File: config.mk
export PLATFORM = sky130hd
export DESIGN_NAME = ecc_err_logger
export DESIGN_NICKNAME = d
export VERILOG_FILES = /design/src/rtl/ecc_log_pkg.sv /design/src/rtl/ecc_log_sticky.sv /design/src/rtl/ecc_log_ptr.sv /design/src/rtl/ecc_log_regif.sv /design/src/rtl/ecc_err_logger.sv
export SDC_FILE = /design/constraint.sdc
export NUM_CORES = 1
export LEC_CHECK = 0
export BUFFER_PORTS_ARGS = -buffer_cell sky130_fd_sc_hd__clkbuf_2
export CORE_UTILIZATION = 40
export DETAILED_ROUTE_END_ITERATION = 10
export PLACE_DENSITY_LB_ADDON = 0.05
export SYNTH_ARGS = -nofsm -noshare
export SYNTH_HDL_FRONTEND = slang
export SYNTH_SLANG_ARGS = --single-unit
export TNS_END_PERCENT = 20
File: constraint.sdc
create_clock -name clk -period 1.4 [get_ports clk]
set_input_delay 0.28 -clock clk [delete_from_list [all_inputs] [get_ports clk]]
set_output_delay 0.28 -clock clk [all_outputs]
set_load 0.02 [all_outputs]
File: src/rtl/ecc_log_pkg.sv
package ecc_log_pkg;

   typedef enum logic [1:0] {
      SEL_PTR  = 2'd0,
      SEL_STAT = 2'd1,
      SEL_CMD  = 2'd2,
      SEL_NONE = 2'd3
   } reg_sel_e;

   // error kinds: the index is also the pointer flag bit and the command enable bit
   localparam int KIND_SBE  = 0;
   localparam int KIND_MBE  = 1;
   localparam int NUM_KINDS = 2;

   // status word: kind k owns a flag at k*(ROW_W+1) followed by its row field
   function automatic int stat_flag_pos(input int kind, input int row_w);
      return kind * (row_w + 1);
   endfunction

   function automatic int stat_row_lsb(input int kind, input int row_w);
      return kind * (row_w + 1) + 1;
   endfunction

endpackage

File: src/rtl/ecc_log_sticky.sv
// First-event capture slice: one sticky flag plus the data seen with the event.
// An event in the same cycle as a clear is taken (flag stays set).
module ecc_log_sticky #(
   parameter int W = 3
) (
   input  logic         clk,
   input  logic         rst_n,
   input  logic         ev,
   input  logic         clr,
   input  logic [W-1:0] din,
   output logic         flag,
   output logic [W-1:0] held
);

   logic armed;

   always_comb armed = !flag || clr;

   always_ff @(posedge clk) begin
      if (!rst_n) begin
         flag <= 1'b0;
         held <= '0;
      end else if (ev && armed) begin
         flag <= 1'b1;
         held <= din;
      end else if (clr) begin
         flag <= 1'b0;
      end
   end

endmodule

File: src/rtl/ecc_log_ptr.sv
// Error address pointer: one shared page field and one flag per error kind.
module ecc_log_ptr
   import ecc_log_pkg::*;
#(
   parameter int PG_W = 20
) (
   input  logic                 clk,
   input  logic                 rst_n,
   input  logic [NUM_KINDS-1:0] ev,
   input  logic [NUM_KINDS-1:0] clr,
   input  logic [PG_W-1:0]      page_in,
   output logic [NUM_KINDS-1:0] flags,
   output logic [PG_W-1:0]      page
);

   logic [NUM_KINDS-1:0] take;
   logic [NUM_KINDS-1:0] keep;
   logic                 page_load;

   always_comb begin
      for (int k = 0; k < NUM_KINDS; k++) begin
         take[k] = ev[k] && (!flags[k] || clr[k]);
         keep[k] = flags[k] && !clr[k];
      end
      // a held multi-bit page is never replaced by a single-bit error
      page_load = take[KIND_MBE] || (take[KIND_SBE] && !keep[KIND_MBE]);
   end

   always_ff @(posedge clk) begin
      if (!rst_n) begin
         flags <= '0;
         page  <= '0;
      end else begin
         flags <= take | keep;
         if (page_load) page <= page_in;
      end
   end

endmodule

File: src/rtl/ecc_log_regif.sv
// Register port: clear strobes, command word and read multiplexer.
module ecc_log_regif
   import ecc_log_pkg::*;
#(
   parameter int ADDR_W     = 32,
   parameter int PAGE_SHIFT = 12,
   parameter int ROW_W      = 3
) (
   input  logic                            clk,
   input  logic                            rst_n,
   input  logic                            reg_wr,
   input  logic [1:0]                      reg_sel,
   input  logic [ADDR_W-1:0]               reg_wdata,
   input  logic [NUM_KINDS-1:0]            ptr_flags,
   input  logic [ADDR_W-PAGE_SHIFT-1:0]    ptr_page,
   input  logic [NUM_KINDS-1:0]            st_flag,
   input  logic [NUM_KINDS-1:0][ROW_W-1:0] st_row,
   output logic [NUM_KINDS-1:0]            ptr_clr,
   output logic [NUM_KINDS-1:0]            st_clr,
   output logic [NUM_KINDS-1:0]            cmd_en,
   output logic [ADDR_W-1:0]               reg_rdata
);

   reg_sel_e sel;
   logic     cmd_we;
   logic     unused_wbits;

   always_comb begin
      sel    = reg_sel_e'(reg_sel);
      cmd_we = reg_wr && (sel == SEL_CMD);
      for (int k = 0; k < NUM_KINDS; k++) begin
         ptr_clr[k] = reg_wr && (sel == SEL_PTR)  && reg_wdata[k];
         st_clr[k]  = reg_wr && (sel == SEL_STAT) && reg_wdata[stat_flag_pos(k, ROW_W)];
      end
   end

   assign unused_wbits = ^reg_wdata;

   always_ff @(posedge clk) begin
      if (!rst_n)      cmd_en <= '0;
      else if (cmd_we) cmd_en <= reg_wdata[NUM_KINDS-1:0];
   end

   always_comb begin
      reg_rdata = '0;
      unique case (sel)
         SEL_PTR: begin
            reg_rdata[ADDR_W-1:PAGE_SHIFT] = ptr_page;
            reg_rdata[NUM_KINDS-1:0]       = ptr_flags;
         end
         SEL_STAT: begin
            for (int k = 0; k < NUM_KINDS; k++) begin
               reg_rdata[stat_flag_pos(k, ROW_W)]         = st_flag[k];
               reg_rdata[stat_row_lsb(k, ROW_W) +: ROW_W] = st_row[k];
            end
         end
         SEL_CMD:  reg_rdata[NUM_KINDS-1:0] = cmd_en;
         default:  reg_rdata = '0;
      endcase
   end

endmodule

File: src/rtl/ecc_err_logger.sv
module ecc_err_logger
   import ecc_log_pkg::*;
#(
   parameter int ADDR_W     = 32,
   parameter int PAGE_SHIFT = 12,
   parameter int ROW_W      = 3,
   parameter int STAT_W     = 16,
   parameter int CMD_W      = 8
) (
   input  logic              clk,
   input  logic              rst_n,
   input  logic              sbe_in,
   input  logic              mbe_in,
   input  logic [ADDR_W-1:0] err_addr,
   input  logic [ROW_W-1:0]  err_row,
   input  logic              reg_wr,
   input  logic [1:0]        reg_sel,
   input  logic [ADDR_W-1:0] reg_wdata,
   output logic [ADDR_W-1:0] reg_rdata,
   output logic              serr
);

   localparam int PG_W      = ADDR_W - PAGE_SHIFT;
   localparam int STAT_USED = NUM_KINDS * (ROW_W + 1);

   // elaboration-time parameter checks
   if (PAGE_SHIFT < NUM_KINDS || PAGE_SHIFT >= ADDR_W) begin : g_bad_page
      $error("ecc_err_logger: PAGE_SHIFT must leave room for flags and a page");
   end
   if (STAT_W < STAT_USED || STAT_W > ADDR_W) begin : g_bad_stat
      $error("ecc_err_logger: STAT_W cannot hold both row fields");
   end
   if (CMD_W < NUM_KINDS || CMD_W > ADDR_W) begin : g_bad_cmd
      $error("ecc_err_logger: CMD_W too small for the enable bits");
   end

   logic [NUM_KINDS-1:0]            ev;
   logic [NUM_KINDS-1:0]            ptr_clr;
   logic [NUM_KINDS-1:0]            st_clr;
   logic [NUM_KINDS-1:0]            ptr_flags;
   logic [PG_W-1:0]                 ptr_page_q;
   logic [NUM_KINDS-1:0]            st_flag;
   logic [NUM_KINDS-1:0][ROW_W-1:0] st_row;
   logic [NUM_KINDS-1:0]            cmd_en;
   logic                            unused_addr_lo;

   always_comb begin
      ev[KIND_SBE] = sbe_in;
      ev[KIND_MBE] = mbe_in;
   end

   assign unused_addr_lo = ^err_addr[PAGE_SHIFT-1:0];

   ecc_log_ptr #(.PG_W(PG_W)) u_ptr (
      .clk     (clk),
      .rst_n   (rst_n),
      .ev      (ev),
      .clr     (ptr_clr),
      .page_in (err_addr[ADDR_W-1:PAGE_SHIFT]),
      .flags   (ptr_flags),
      .page    (ptr_page_q)
   );

   for (genvar k = 0; k < NUM_KINDS; k++) begin : g_stat
      ecc_log_sticky #(.W(ROW_W)) u_slice (
         .clk   (clk),
         .rst_n (rst_n),
         .ev    (ev[k]),
         .clr   (st_clr[k]),
         .din   (err_row),
         .flag  (st_flag[k]),
         .held  (st_row[k])
      );
   end

   ecc_log_regif #(
      .ADDR_W     (ADDR_W),
      .PAGE_SHIFT (PAGE_SHIFT),
      .ROW_W      (ROW_W)
   ) u_regif (
      .clk       (clk),
      .rst_n     (rst_n),
      .reg_wr    (reg_wr),
      .reg_sel   (reg_sel),
      .reg_wdata (reg_wdata),
      .ptr_flags (ptr_flags),
      .ptr_page  (ptr_page_q),
      .st_flag   (st_flag),
      .st_row    (st_row),
      .ptr_clr   (ptr_clr),
      .st_clr    (st_clr),
      .cmd_en    (cmd_en),
      .reg_rdata (reg_rdata)
   );

   always_comb serr = |(cmd_en & st_flag);

endmodule

### Yosys cells after proc, flatten, opt, wreduce, memory -nomap -nowiden

Cells that the tools add are included.

* add/sub/neg operators: 0
* multipliers: 0
* divide/modulo/power cells: 0
* $lt $le $gt $ge: 0
* equal/unequal tests: 2
* shift operators: 0
* muxes and demuxes: 7
* bitwise logic cells: 2
* reduce and logical (&&, ||, !) cells: 30

Operator list (count)
* 2-to-1 mux 20 bit: 1
* logical AND 1 bit: 14
* logical NOT 1 bit: 7
* 2-to-1 mux 6 bit: 1
* case mux 2 bit (3 select lines): 1
* logical OR 1 bit: 5
* 2-to-1 mux 1 bit: 4
* nonzero test 2 bit: 2
* bitwise AND 2 bit: 1
* == test 2 x 1 -> 1 bit (second input constant): 1
* == test 2 bit (second input constant): 1
* logical NOT 2 bit: 1
* bitwise OR 2 bit: 1
* OR reduction 2 bit: 1

* flip-flop bits (word level): 32
* bits in latches: 0
* RAM bits: 0
* memory bits (read-only): 0
* input port bits: 74
* output and inout port bits: 33
* word-level logic and storage cells: 48
* memories: 0

### Depth between registers and ports, before layout

* word-level depth: 8
* gate-level depth with buffers: 6
* gate-level depth less buffers: 4

### Modules after synthesis

From an unflattened synthesis, not the netlist that was laid out.

* cells, all modules: 182
* area total of the unflattened synthesis: 1667.8 µm²

Modules (own cells, without submodules)
* ecc_log_ptr: instances 1, cells an instance 96, area each 902.1 µm², seq. area each 440.4 µm²
* ecc_log_regif: instances 1, cells an instance 53, area each 421.7 µm², seq. area each 40.0 µm²
* ecc_log_sticky: instances 2, cells an instance 16, area each 167.7 µm², seq. area each 80.1 µm²
* ecc_err_logger: instances 1, cells an instance 1, area each 8.8 µm², seq. area each 0.0 µm²

### Worst setup path before layout

No wires, ideal clock.

* path type: input -> output
* from: in reg_sel[0]
* to: out reg_rdata[0]
* data arrival time: 0.985 ns
* required time: 1.120 ns
* setup slack: 0.135 ns
* stages on the path: 3
* path buffers: 1
* cells stage by stage: buf_6 -> mux2i_1 -> o21ai_0

* longest elaborated chain between the ends: 2
* elaborated cells on any way between the ends: 4
* those cells by class: eq/ne (2); mux (1); reduce/logical (1)

RTL lines
* start, declared: line ecc_err_logger.sv:17 `input logic [1:0] reg_sel,`
* == test 2 bit (tied with other cells): line ecc_log_regif.sv:46 `unique case (sel)`
* case mux 2 bit (3 select lines) *: line ecc_log_regif.sv:46
* end, declared: line ecc_err_logger.sv:19 `output logic [ADDR_W-1:0] reg_rdata,`

Mark *: on every way between the ends. The rest lies on a longest branch, timed or not.

### Final worst setup path

* from: in reg_sel[0]
* to: out reg_rdata[21]

* longest elaborated chain between the ends: 2

RTL lines (line)
* logical NOT 2 bit: ecc_log_regif.sv:46
* 2-to-1 mux 20 bit: ecc_log_regif.sv:46

No other way between the ends.

==> impl_results.md <==
- Status: finished clean
- Share of the synthesized area in the top cell type: 0.406
- Unique masters post-synth: 23
- Routed WL per cell: 11.0 um
- Yosys top cell by area: dfxtp_1
- CP bufs+invs: 3
- Synthesized area per cell: between 8 and 9 um^2
- Total track usage: 0.164
- Antenna-violating nets left: 0
- CP required: 1.12 ns
- Cells after Synth: ~180
- Crit path max-delay family: buffers and inverters
- Max stage delay on crit path: 0.18 ns
- Switch share: 0.263
- Iter 0 DRT Violations: 52
- Net Switching: between 500 and 600 uW
- Initial antenna violation count: 0
- Layout cells sized above 1: 0.339
- Comb power frac: 0.173
- Hold Buf Count CTS: 0
- Crit start category: input pin
- Largest net degree at the start of global routing: 53
- Row count: 22
- Final count of pins violating max slew: 0
- Kind of critical path: input pin to output port
- Boundary Pins: about 110
- Leakage power: 1.01 nW
- Root Driver: clkbuf_8
- DRC: 0
- Final period utilization: 0.961
- Layout net count: 315
- Via count: 1326
- Maximum Capacitance Violations: 0
- Tot Pwr: ~2.1 mW
- P_int: 1.54 mW
- Reg clk slew, reported paths: 0.06 ns
- GR Overflow Total: 0
- CTS Buffer Depth: 2
- Antenna Cells: 0
- Vias/cell: about 4.6
- Hold_ws: 0.224 ns
- Flop pwr share: 0.484
- CTS tree: done
- P per Cell Area: 1030 nW/um^2
- Commonest non-fill, non-tap cell in the layout: clkbuf_2
- Fin. Hold Viols: 0
- Skew final: 0.00467 ns
- Number of global-route vias before repair: 1266
- First-pass GRT wire length: 5350 um
- Core Box Area: 3720 um^2
- # setup viols final: 0
- CTS Buf Count: 5
- Mapped Area: 1580 um^2
- Critical path arrival: 1.07 ns
- Clock Sinks: 32
- Critical Path End Type: output port
- Post-synthesis sequential area ratio: 0.406
- H-tree Lvls: 2
- Area growth, synth to finish: 28.9%
- Gpl congestion: ~0.81
- Initial core utilization: 0.425
- Die Ht: 64.8 um
- Commonest cells after routing, fill and taps aside: clkbuf_2, nand2_1, dfxtp_1
- Largest fanout on the critical path: 11
- Final Util: 0.547
- #FFs+latches synth: 32
- Die ar.: 4200 um^2
- Tmin final: 1.35 ns
- Crit path cell chain: buf_2 > nor2_4 > buf_6 > and2_1 > clkbuf_2
- Fmax: 743 MHz
- Die span in x: 64.8 um
- Number of port buffers: 61
- Detail Placement HPWL: 2340 um
- Yosys warns: 0
- Largest cells by area after synthesis: dfxtp_1, mux2i_1, nand2_1
- Worst vdd rail ir drop: 0.000712 V
- Clk_lat worst skew: 0.28 ns
- HP Class: input pin to register
- Total wire length: 3190 um
- Clock share of power: 0.343
- DRT Pass-1 Iters: 5
- Slowest cell on the critical path: nor2_4
## Yosys cell counts
cell type  count
nand4_1        1
nand2_1       44
nand4b_1       2
mux2i_1       29
nand3_1        1
clkbuf_1       8
buf_4          4
and2_1        26
and2b_2        2
buf_6          3
dfxtp_1       32
conb_1         1
o21ai_0        2
nor2b_1        9
inv_1          2
a31oi_1        2
a21boi_0       1
nor2_4         1
a21oi_1        3
o21a_1         2
a21boi_2       2
a22o_1         1
a21oi_2        1
## repair_timing
| action | 4_1_cts | 5_1_grt |
|---|---|---|
| setup buffers | 0 | 1 |
| pin swaps | 0 | 1 |
| endpoints found under the setup margin | 1 | 20 |
| resized for setup | 1 | 8 |
## cells by family after synthesis
group,count (synthesis),synth area share
buffers and inverters,17,0.0642
DFF,32,0.406
and+or+nand+nor,86,0.280
other,1,0.00238
AOI/OAI and AO/OA,14,0.0634
muxes,29,0.184
## metal layers
metal	global-route usage	up-vias	part of all wire
li1	-	694	-
met3	0.0651	3	0.076
met4	0.0417	0	0.0066
met5	0	-	0
met2	0.262	46	0.45
met1	0.204	583	0.46
## sequential cells by signal (all words and copies together), names as in the netlist
signal               cells
u_ptr.flags              2
u_ptr.page              20
g_stat.u_slice.held      6
g_stat.u_slice.flag      2
u_regif.cmd_en           2
## worst min-delay path, delay by kind of cell
family / cells / cell delay (ns)
buffers and inverters: 1 / 0.08
muxes: 1 / 0.05
and+or+nand+nor: 1 / 0.04
## power groups by stage
stage	logic, mW	registers [mW]	clock network [mW]
CTS	0.361	1.01	0.750
global route	0.402	1.02	0.797
global placement	0.349	1.03	0
floorplan	0.254	1.02	0
finish	0.362	1.01	0.716
detailed placement	0.360	1.03	0
## per-stage QoR
| step | TNS (ns) | setup WS (ns) | instance area, um^2 | instances |
|---|---|---|---|---|
| after floorplan | 0 | 0.135 | 1590 | 182 |
| after global placement | -0.0617 | -0.00904 | 1920 | 281 |
| after detailed placement | -0.377 | -0.0443 | 1920 | 281 |
| after CTS | 0 | 0.0410 | 2020 | 289 |
| after global routing | -0.00267 | -0.00108 | 2030 | 290 |
| final | 0 | 0.0545 | 2030 | 290 |
## final timing paths
path                                                     to                        start  cells after the start  slack, ns
worst max-delay path                          reg_rdata[21]                   reg_sel[0]                      5       0.05
worst min-delay path            u_ptr.page[14]$_SDFFE_PN0P_                 err_addr[26]                      3       0.22
worst max register to register   u_ptr.page[4]$_SDFFE_PN0P_    u_ptr.flags[0]$_SDFF_PN0_                      5       0.27
worst min register to register  u_ptr.page[14]$_SDFFE_PN0P_  u_ptr.page[14]$_SDFFE_PN0P_                      2       0.45
## final cells by class
class                   instances  area [um^2]
well taps                      48         60.1
inverters                       2         7.51
repair buffers                 67          385
fillers                       362         1680
flip-flops and latches         32          642
clock inverters                 2         10.0
clock buffers                   6         82.6
multi-input cells             133          847
Note: power is estimated with default switching activity, not from simulation.
